--- config.mk ---
export PLATFORM = sky130hd
export DESIGN_NAME = daisy_cfg_seq
export DESIGN_NICKNAME = d
export VERILOG_FILES = /design/src/rtl/daisy_cfg_pkg.sv /design/src/rtl/cfg_tx_shift.sv /design/src/rtl/cfg_rx_shift.sv /design/src/rtl/cfg_seq_ctrl.sv /design/src/rtl/cfg_smp_tag.sv /design/src/rtl/daisy_cfg_seq.sv
export SDC_FILE = /design/constraint.sdc
export NUM_CORES = 1
export LEC_CHECK = 0
export ABC_AREA = 1
export BUFFER_PORTS_ARGS = -buffer_cell sky130_fd_sc_hd__buf_2
export CORE_ASPECT_RATIO = 0.8
export CORE_MARGIN = 1
export CORE_UTILIZATION = 58
export DETAILED_ROUTE_END_ITERATION = 12
export GPL_TIMING_DRIVEN = 0
export PLACE_DENSITY = 0.88
export SLEW_MARGIN = 20
export SYNTH_ARGS = -nofsm -noshare
export SYNTH_HDL_FRONTEND = slang
export SYNTH_SLANG_ARGS = --single-unit
--- constraint.sdc ---
create_clock -name clk_i -period 1.6 [get_ports clk_i]
set_input_delay 0.16 -clock clk_i [delete_from_list [all_inputs] [get_ports clk_i]]
set_output_delay 0.16 -clock clk_i [all_outputs]
set_load 0.02 [all_outputs]
--- src/rtl/daisy_cfg_pkg.sv ---
package daisy_cfg_pkg;
  localparam int WORD_W = 16;
  localparam logic [WORD_W-1:0] FILLER = 16'h7FFF;

  typedef struct packed {
    logic [2:0] addr;
    logic [7:0] val;
  } reg_wr_t;

  localparam int WR_W = $bits(reg_wr_t);

  function automatic logic [WORD_W-1:0] ctl_word(logic [2:0] hop, reg_wr_t wr);
    return {1'b1, 1'b0, hop, wr.addr, wr.val};
  endfunction
endpackage

--- src/rtl/cfg_tx_shift.sv ---
module cfg_tx_shift
  import daisy_cfg_pkg::*;
(
  input  logic              clk_i,
  input  logic              rst_ni,
  input  logic              load_i,
  input  logic [WORD_W-1:0] word_i,
  output logic              fs_o,
  output logic              sd_o
);
  localparam int CNT_W = $clog2(WORD_W + 1);

  logic [WORD_W-1:0] sh_q;
  logic [CNT_W-1:0]  left_q;
  logic              first_q;

  always_ff @(posedge clk_i or negedge rst_ni) begin
    if (!rst_ni) begin
      sh_q    <= '0;
      left_q  <= '0;
      first_q <= 1'b0;
    end else if (load_i) begin
      sh_q    <= word_i;
      left_q  <= CNT_W'(WORD_W);
      first_q <= 1'b1;
    end else begin
      first_q <= 1'b0;
      if (left_q != '0) begin
        sh_q   <= {sh_q[WORD_W-2:0], 1'b0};
        left_q <= left_q - 1'b1;
      end
    end
  end

  assign fs_o = first_q;
  assign sd_o = (left_q != '0) ? sh_q[WORD_W-1] : 1'b0;
endmodule

--- src/rtl/cfg_rx_shift.sv ---
module cfg_rx_shift
  import daisy_cfg_pkg::*;
(
  input  logic              clk_i,
  input  logic              rst_ni,
  input  logic              fs_i,
  input  logic              sd_i,
  output logic              done_o,
  output logic [WORD_W-1:0] word_o
);
  localparam int CNT_W = $clog2(WORD_W);

  logic [WORD_W-1:0] sh_q;
  logic [CNT_W-1:0]  cnt_q;
  logic              busy_q;
  logic              done_q;

  always_ff @(posedge clk_i or negedge rst_ni) begin
    if (!rst_ni) begin
      sh_q   <= '0;
      cnt_q  <= '0;
      busy_q <= 1'b0;
      done_q <= 1'b0;
    end else begin
      done_q <= 1'b0;
      if (fs_i) begin
        sh_q   <= {sh_q[WORD_W-2:0], sd_i};
        cnt_q  <= CNT_W'(1);
        busy_q <= 1'b1;
      end else if (busy_q) begin
        sh_q <= {sh_q[WORD_W-2:0], sd_i};
        if (cnt_q == CNT_W'(WORD_W - 1)) begin
          busy_q <= 1'b0;
          done_q <= 1'b1;
        end else begin
          cnt_q <= cnt_q + 1'b1;
        end
      end
    end
  end

  assign done_o = done_q;
  assign word_o = sh_q;
endmodule

--- src/rtl/cfg_seq_ctrl.sv ---
module cfg_seq_ctrl
  import daisy_cfg_pkg::*;
#(
  parameter int                        NUM_DEV    = 2,
  parameter int                        NUM_GROUPS = 3,
  parameter logic [NUM_GROUPS*WR_W-1:0] GROUP_LIST = '0,
  parameter logic [7:0]                MODE_DATA  = 8'h11,
  parameter int                        GAP_LIMIT  = 40
) (
  input  logic              clk_i,
  input  logic              rst_ni,
  input  logic              fs_i,
  output logic [WORD_W-1:0] word_o,
  output logic              live_o,
  output logic              err_o
);
  localparam int          GRP_W    = $clog2(NUM_GROUPS + 2);
  localparam int          GAP_W    = $clog2(GAP_LIMIT + 1);
  localparam logic [2:0]  HOP_TOP  = 3'(NUM_DEV - 1);
  localparam logic [GRP_W-1:0] GRP_LAST = GRP_W'(NUM_GROUPS);
  localparam logic [GAP_W-1:0] GAP_END  = GAP_W'(GAP_LIMIT - 1);

  reg_wr_t tab [NUM_GROUPS+1];

  for (genvar g = 0; g < NUM_GROUPS; g++) begin : g_tab
    assign tab[g] = reg_wr_t'(GROUP_LIST[g*WR_W +: WR_W]);
  end
  assign tab[NUM_GROUPS] = '{addr: 3'd0, val: MODE_DATA};

  logic [GRP_W-1:0] grp_q;
  logic [2:0]       hop_q;
  logic [GAP_W-1:0] gap_q;
  logic             live_q, err_q;
  logic             mid;

  // a group is partly sent once its farthest word has gone out
  assign mid = !live_q && (hop_q != HOP_TOP);

  always_ff @(posedge clk_i or negedge rst_ni) begin
    if (!rst_ni) begin
      grp_q  <= '0;
      hop_q  <= HOP_TOP;
      gap_q  <= '0;
      live_q <= 1'b0;
      err_q  <= 1'b0;
    end else if (fs_i) begin
      gap_q <= '0;
      if (!live_q) begin
        if (hop_q == 3'd0) begin
          hop_q <= HOP_TOP;
          if (grp_q == GRP_LAST) live_q <= 1'b1;
          else                   grp_q  <= grp_q + 1'b1;
        end else begin
          hop_q <= hop_q - 1'b1;
        end
      end
    end else if (mid) begin
      if (gap_q == GAP_END) begin
        err_q <= 1'b1;
        hop_q <= HOP_TOP;
        gap_q <= '0;
      end else begin
        gap_q <= gap_q + 1'b1;
      end
    end else begin
      gap_q <= '0;
    end
  end

  assign word_o = live_q ? FILLER : ctl_word(hop_q, tab[grp_q]);
  assign live_o = live_q;
  assign err_o  = err_q;
endmodule

--- src/rtl/cfg_smp_tag.sv ---
module cfg_smp_tag
  import daisy_cfg_pkg::*;
#(
  parameter int NUM_DEV = 2,
  parameter int IDX_W   = $clog2(NUM_DEV + 1)
) (
  input  logic              clk_i,
  input  logic              rst_ni,
  input  logic              done_i,
  input  logic              live_i,
  input  logic [WORD_W-1:0] word_i,
  output logic              valid_o,
  output logic [WORD_W-1:0] sample_o,
  output logic [IDX_W-1:0]  idx_o
);
  localparam logic [IDX_W-1:0] IDX_TOP = IDX_W'(NUM_DEV);

  logic [IDX_W-1:0] idx_q;

  assign valid_o  = done_i && live_i;
  assign sample_o = word_i;
  assign idx_o    = idx_q;

  // last node's sample comes first
  always_ff @(posedge clk_i or negedge rst_ni) begin
    if (!rst_ni)      idx_q <= IDX_TOP;
    else if (valid_o) idx_q <= (idx_q == IDX_W'(1)) ? IDX_TOP : idx_q - 1'b1;
  end
endmodule

--- src/rtl/daisy_cfg_seq.sv ---
module daisy_cfg_seq
  import daisy_cfg_pkg::*;
#(
  parameter int                        NUM_DEV    = 2,
  parameter int                        NUM_GROUPS = 3,
  parameter logic [NUM_GROUPS*WR_W-1:0] GROUP_LIST = {3'd3, 8'h50, 3'd2, 8'hE1, 3'd1, 8'h03},
  parameter logic [7:0]                MODE_DATA  = 8'h11,
  parameter int                        GAP_LIMIT  = 40,
  parameter int                        IDX_W      = $clog2(NUM_DEV + 1)
) (
  input  logic              clk_i,
  input  logic              rst_ni,
  input  logic              rx_fs_i,
  input  logic              rx_sd_i,
  output logic              tx_fs_o,
  output logic              tx_sd_o,
  output logic [WORD_W-1:0] sample_o,
  output logic              sample_valid_o,
  output logic [IDX_W-1:0]  dev_idx_o,
  output logic              done_o,
  output logic              err_o
);
  logic [WORD_W-1:0] next_word, rx_word;
  logic              live, rx_done, rx_live_q;

  cfg_seq_ctrl #(
    .NUM_DEV(NUM_DEV), .NUM_GROUPS(NUM_GROUPS), .GROUP_LIST(GROUP_LIST),
    .MODE_DATA(MODE_DATA), .GAP_LIMIT(GAP_LIMIT)
  ) u_ctrl (
    .clk_i(clk_i), .rst_ni(rst_ni), .fs_i(rx_fs_i),
    .word_o(next_word), .live_o(live), .err_o(err_o)
  );

  cfg_tx_shift u_tx (
    .clk_i(clk_i), .rst_ni(rst_ni), .load_i(rx_fs_i), .word_i(next_word),
    .fs_o(tx_fs_o), .sd_o(tx_sd_o)
  );

  cfg_rx_shift u_rx (
    .clk_i(clk_i), .rst_ni(rst_ni), .fs_i(rx_fs_i), .sd_i(rx_sd_i),
    .done_o(rx_done), .word_o(rx_word)
  );

  // frame validity is fixed by liveness at its own sync
  always_ff @(posedge clk_i or negedge rst_ni) begin
    if (!rst_ni)      rx_live_q <= 1'b0;
    else if (rx_fs_i) rx_live_q <= live;
  end

  cfg_smp_tag #(.NUM_DEV(NUM_DEV), .IDX_W(IDX_W)) u_tag (
    .clk_i(clk_i), .rst_ni(rst_ni), .done_i(rx_done), .live_i(rx_live_q),
    .word_i(rx_word), .valid_o(sample_valid_o), .sample_o(sample_o),
    .idx_o(dev_idx_o)
  );

  assign done_o = live;
endmodule

==> flow_metrics.env, run 1 <==
export IMPL_crit_fanout=2
export IMPL_maxSlewHeadroom_pct=51.0
export IMPL_clkTransAtPathRegs_ps=60
export IMPL_p_switching_mw=1.18
export IMPL_avgRoutedWirePerCell_um=13.0
export IMPL_synth_top_area_share_pct=52.2
export IMPL_fmax_mhz=644
export IMPL_synthToLayoutAreaGrowth_pct=18.9
export IMPL_worst_pin_slew_ps=735
export IMPL_viasPerCell=5.29
export IMPL_die_x_um=80.1
export IMPL_layout_nets=355
export IMPL_final_layout_size_suffix_gt1_share_pct=25.4
export IMPL_grt_pass1_vias=2062
export IMPL_numPortBuffers=26
export IMPL_insertedDiodeCount=0
export IMPL_critPathArrivalTime_ps=1390
export IMPL_critPathLaunch="u_tx.left_q[1]$_DFFE_PN0P_"
export IMPL_hp_start="rx_sd_i"
export IMPL_hold_viol=0
export IMPL_synthCells=297
export IMPL_place_congestion=0.775
export IMPL_overflow=0
export IMPL_dr_pass1_iters=4
export IMPL_clockBufferDepth=2
export IMPL_p_leak_nw=1.71
export IMPL_tns_ps=0
export IMPL_rsz0062_at_grt="true"
export IMPL_final_cells=407
export IMPL_final_setup_skew_ps=5.85
export IMPL_clock_power_share_pct=36.8
export IMPL_synthDistinctLibCells=28
export IMPL_grt_max_degree=62
export IMPL_status="completed"
export IMPL_grt_busiest_layer="met2"
export IMPL_grt_pass1_wl_mm=9.25
export IMPL_clock_sinks=61
export IMPL_io_pins=27
export IMPL_p_comb_share_pct=19.4
export IMPL_fp_dieH_um=64.5
export IMPL_root_buffer="clkbuf_8"
export IMPL_synth_top_area_cell="dfrtp_1"
export IMPL_drv_cap=0
export IMPL_cp_start_kind="register"
export IMPL_synth_area_leaders="dfrtp_1 52%, nand2_1 9.0%, mux2_2 5.6%"
export IMPL_setup_slack_ps=46.2
export IMPL_synth_area_mm2=0.00283
export IMPL_antenna_found_initial=0
export IMPL_dpl_hpwl_mm=3.55
export IMPL_holdCritPathClass="input pin to register"
export IMPL_gr_usage_met1_pct=31.1
export IMPL_start_util_pct=61.1
export IMPL_yosys_register_bits=61
export IMPL_cts_tree="done"
export IMPL_met3_usage_pct=9.01
export IMPL_grt_total_usage_pct=24.1
export IMPL_clock_latency_ps=330
export IMPL_setup_viol=0
export IMPL_use_met2_pct=38.7
export IMPL_seq_power_share_pct=43.8
export IMPL_worstSetupEndpointType="primary output"
export IMPL_wl_mm=5.28
export IMPL_rr_startpoint="u_tx.left_q[1]$_DFFE_PN0P_"
export IMPL_dpl_cell_count=383
export IMPL_ir_drop_mv=0.803
export IMPL_synth_nets=310
export IMPL_ys_warn_count=0
export IMPL_synth_area_per_cell_um2=9.52
export IMPL_row_count=22
export IMPL_place_ws_ps=116
export IMPL_report_final_slew_viol_count=0
export IMPL_core_mm2=0.00462
export IMPL_drc=0
export IMPL_path_class="register to primary output"
export IMPL_drt_iter0_drc=164
export IMPL_num_vias=2152
export IMPL_seq_area_frac_synth_pct=54.1
export IMPL_internal_power_mw=3.18
export IMPL_cp_required_ps=1440
export IMPL_swShare_pct=27.1
export IMPL_period_needed_ps=1550
export IMPL_period_share_pct=97.1
export IMPL_fillers=313
export IMPL_numCtsBuffers=9
export IMPL_antenna_left=0
export IMPL_power_density_mw_per_mm2=1300
export IMPL_htree_levels=3
export IMPL_die_area_mm2=0.00516
[stage by stage]
stage / utilization [%] / total power, mW / cell area [um^2] / hold slack (ps)
global placement: 65.6 / 2.57 / 3030 / 301
CTS: 72.3 / 4.35 / 3340 / 54.6
finish: 72.7 / 4.36 / 3360 / 67.4
detailed placement: 65.6 / 2.62 / 3040 / 271
floorplan: - / 2.41 / 2830 / -136
global route: 72.7 / 4.62 / 3360 / 46.9
[registers in the layout (all words and copies together) (netlist names)]
name,count
rx_live_q,1
u_ctrl.err_o,1
u_ctrl.gap_q,6
u_ctrl.grp_q,3
u_ctrl.hop_q,3
u_ctrl.live_o,1
u_rx.busy_q,1
u_rx.cnt_q,4
u_rx.done_o,1
u_rx.word_o,16
u_tag.idx_o,2
u_tx.fs_o,1
u_tx.left_q,5
u_tx.sh_q,16
[critical path: stages, from the launching register on]
cell and delay, ps:
dfrtp_1 390, inv_2 90, ha_4 140, nand2_2 70, nor2_4 90, nand2_2 60, nand2_1 60, inv_1 30
buf_4 140
[final timing paths]
check | endpoint | slack (ps) | cells past startpoint
max in group asynchronous | u_tx.sh_q[4]$_DFFE_PN0P_ | 670 | 2
worst max register to register | u_tx.sh_q[15]$_DFFE_PN0P_ | 150 | 10
worst min-delay path | u_rx.word_o[0]$_DFFE_PN0P_ | 70 | 2
worst max-delay path | tx_sd_o | 50 | 8
worst min register to register | u_ctrl.err_o$_DFFE_PN0P_ | 480 | 2
min in group asynchronous | u_rx.word_o[14]$_DFFE_PN0P_ | 430 | 2
[routing by layer]
metal,share of wire (%),vias to the layer above
met1,44,1037
li1,-,1056
met4,0.89,0
met5,0,-
met3,4.3,9
met2,51,50
[power by group through the flow]
stage | registers, mW | clock network, mW | logic, mW
after global placement | 1.91 | 0 | 0.657
after detailed placement | 1.93 | 0 | 0.693
after CTS | 1.91 | 1.64 | 0.811
after floorplan | 1.92 | 0 | 0.485
final | 1.91 | 1.60 | 0.846
after global routing | 1.93 | 1.73 | 0.964
[cell type report]
cell class                      count  area (um^2)  share of cell area [%]
Inverter                           34          130                    3.87
Timing Repair Buffer               34          200                    5.95
Clock buffer                       13          179                    5.32
Multi-Input combinational cell    192         1100                    32.8
Sequential cell                    61         1530                    45.5
Buffer                             10         82.6                    2.46
Tap cell                           60         75.1                    2.23
Clock inverter                      3         65.1                    1.94
[cell usage in the layout (no fill, tap or decap), types with 3 or more instances in the layout]
master	Yosys	routed
a21oi_1	8	8
buf_2	3	27
buf_4	3	11
buf_6	4	4
clkbuf_8	0	13
dfrtp_1	59	59
ha_1	9	8
inv_1	31	29
inv_2	2	4
mux2_2	14	14
nand2_1	68	67
nand3_1	19	19
nor2_1	19	19
nor3_1	4	4
nor3b_1	3	3
o21ai_0	31	30
o21ai_1	5	6
[cells by family after synthesis]
kind of cell,Yosys count,synth area share [%]
simple gates,121,20.0
flops,61,54.1
compound gates,46,8.23
buf+inv,44,7.52
mux,14,5.58
fa+ha+maj,9,3.98
xor+xnor,2,0.620
[cell usage after synthesis (all sizes together)]
cell type,number
a21oi,8
or2,1
ha,9
nor3b,3
mux2,14
nand3,20
nand2,69
nor2,22
inv,34
o22ai,2
nor3,4
xnor2,1
nand4,2
dfstp,2
buf,10
o21ai,36
dfrtp,59
xor2,1
[what timing repair did]
item / in CTS / in global routing
cloned: 0 / 0
hold buffers: 2 / 0
buffers inserted: 4 / 2
endpoints found under the setup margin: 1 / 4
resized for setup: 5 / 2
hold endpoints to repair: 60 / 0
pin swaps: 2 / 1
No activity file was read; power rests on OpenSTA's default activity.
==> run 2: changes to the inputs <==
CORE_UTILIZATION = 63   (was 58)
PLACE_DENSITY = 0.94   (was 0.88)
clock period = 2 ns   (was 1.6 ns; I/O delays follow)
==> run 2 against run 1 <==
  * Sequential share of layout area is 1.4 points higher
  * Design area decreased by 3.1%
  * Die area down 7.7%
  * Critical endpoint unchanged
  * Critical path type unchanged
  * Highest routed layer unchanged
  * Hold slack better by 28 ps
  * Wire length is 7.2% higher
  * Final cell count decreased by 2.2%
==> flow_metrics.env, run 2 (synthesis results as in run 1) <==
export IMPL_hold_buffers=2
export IMPL_wl_mm=5.66
export IMPL_p_leak_nw=1.66
export IMPL_final_layout_size_suffix_gt1_share_pct=22.0
export IMPL_period_needed_ps=1810
export IMPL_cts_tree="done"
export IMPL_final_setup_skew_ps=8.19
export IMPL_dpl_hpwl_mm=4.00
export IMPL_num_vias=2193
export IMPL_antenna_found_initial=0
export IMPL_fp_dieH_um=61.9
export IMPL_post_cts_resized=0
export IMPL_drt_iter0_drc=131
export IMPL_worstSetupEndpointType="primary output"
export IMPL_worst_path_buf_inv=3
export IMPL_final_cell_mix="68 x nand2_1, 59 x dfrtp_1, 31 x inv_1, 31 x o21ai_0, 28 x buf_2"
export IMPL_slowest_stage="dfrtp_1"
export IMPL_dpl_cell_count=380
export IMPL_grt_max_degree=62
export IMPL_grt_total_usage_pct=27.0
export IMPL_fmax_mhz=551
export IMPL_htree_levels=3
export IMPL_setup_slack_ps=186
export IMPL_report_final_slew_viol_count=0
export IMPL_path_delay_family="simple AND/OR/NAND/NOR gates"
export IMPL_numCtsBuffers=9
export IMPL_hold_viol=0
export IMPL_critPathArrivalTime_ps=1610
export IMPL_die_area_mm2=0.00476
export IMPL_die_x_um=76.9
export IMPL_ir_drop_mv=0.793
export IMPL_slowest_delay_ps=380
export IMPL_layout_nets=349
export IMPL_worst_pin_slew_ps=738
export IMPL_place_congestion=0.816
export IMPL_tns_ps=0
export IMPL_synthToLayoutAreaGrowth_pct=15.3
export IMPL_row_count=21
export IMPL_postCtsSetupBuffers=0
export IMPL_maxSlewHeadroom_pct=50.8
export IMPL_final_cells=398
export IMPL_avgRoutedWirePerCell_um=14.2
export IMPL_cp_required_ps=1800
export IMPL_fillers=288
export IMPL_clockBufferDepth=2
export IMPL_clock_sinks=61
export IMPL_start_util_pct=66.4
export IMPL_viasPerCell=5.51
export IMPL_io_pins=27
export IMPL_clkTransAtPathRegs_ps=70
export IMPL_clock_latency_ps=340
export IMPL_cp_start_kind="register"
export IMPL_fin_area_mm2=0.00326
export IMPL_placedInstanceArea_mm2=0.00303
export IMPL_rsz0062_at_grt="false"
export IMPL_antenna_left=0
export IMPL_dr_pass1_iters=4
export IMPL_overflow=0
export IMPL_power_density_mw_per_mm2=1000
export IMPL_layout_commonest_cell="nand2_1"
export IMPL_holdCritPathClass="input pin to register"
export IMPL_numPortBuffers=26
export IMPL_core_mm2=0.00426
export IMPL_path_class="register to primary output"
export IMPL_setup_viol=0
export IMPL_insertedDiodeCount=0
export IMPL_grt_pass1_wl_mm=9.44
export IMPL_place_ws_ps=514
export IMPL_cp_cell_sequence="inv_1, ha_1, nand2_2, nor2_4, nand2_1, nand2_1, inv_1, buf_2"
export IMPL_drc=0
export IMPL_crit_fanout=4
export IMPL_grt_pass1_vias=2092
export IMPL_root_buffer="clkbuf_8"
export IMPL_drv_cap=0
export IMPL_period_share_pct=90.7
export IMPL_status="completed"
run 2: cell types whose count changed in the layout (fill, tap and decap cells not counted):
cell and delta:
inv_2 -2, o21ai_1 -1, ha_4 -1, clkinvlp_4 +1
o21ai_0 +1, nand2_2 -1, buf_2 +1, nand2_1 +1
clkbuf_1 +3, clkbuf_8 -4, buf_4 -7, inv_1 +2
ha_1 +1
run 2: per-layer routing:
| metal | vias to the layer above | GRT usage, % | routed length, um | share of wire (%) |
|---|---|---|---|---|
| li1 | 1037 | - | - | - |
| met1 | 1068 | 32.7 | 2400 | 42 |
| met2 | 77 | 45.9 | 2800 | 49 |
| met3 | 11 | 9.05 | 373 | 6.6 |
| met4 | 0 | 11.5 | 94 | 1.7 |
| met5 | - | 0 | 0 | 0 |
run 2: through the flow:
stage	utilization, %	hold slack [ps]	total power, mW
2_1_floorplan	-	-95.6	1.93
3_3_place_gp	71.2	352	2.05
3_5_place_dp	71.2	312	2.11
4_1_cts	76.6	85.0	3.28
5_1_grt	76.6	95.4	3.44
6_report	76.6	95.2	3.26
run 2: final timing paths:
kind	startpoint	end	slack, ps	cells after the start
min in group asynchronous	rst_ni	u_tx.sh_q[4]$_DFFE_PN0P_	450	2
worst max-delay path	u_tx.left_q[0]$_DFFE_PN0P_	tx_sd_o	190	8
max in group asynchronous	rst_ni	u_tx.sh_q[6]$_DFFE_PN0P_	1040	2
worst max register to register	u_ctrl.grp_q[1]$_DFFE_PN0P_	u_tx.sh_q[6]$_DFFE_PN0P_	500	6
worst min-delay path	rx_sd_i	u_rx.word_o[0]$_DFFE_PN0P_	100	2
worst min register to register	u_ctrl.err_o$_DFFE_PN0P_	u_ctrl.err_o$_DFFE_PN0P_	470	2
run 2: where the power goes:
group	internal [mW]	switching (mW)
Sequential	1.41	0.115
Combinational	0.212	0.361
Clock	0.701	0.463
run 2: layout make-up:
class,count,area (um^2),share of cell area (%)
inverter,34,130,3.99
clock buffer,12,135,4.15
multi-input combinational,192,1090,33.3
buffer,10,82.6,2.53
sequential,61,1530,46.9
tap,57,71.3,2.19
timing repair buffer,28,153,4.68
clock inverter,4,72.6,2.23
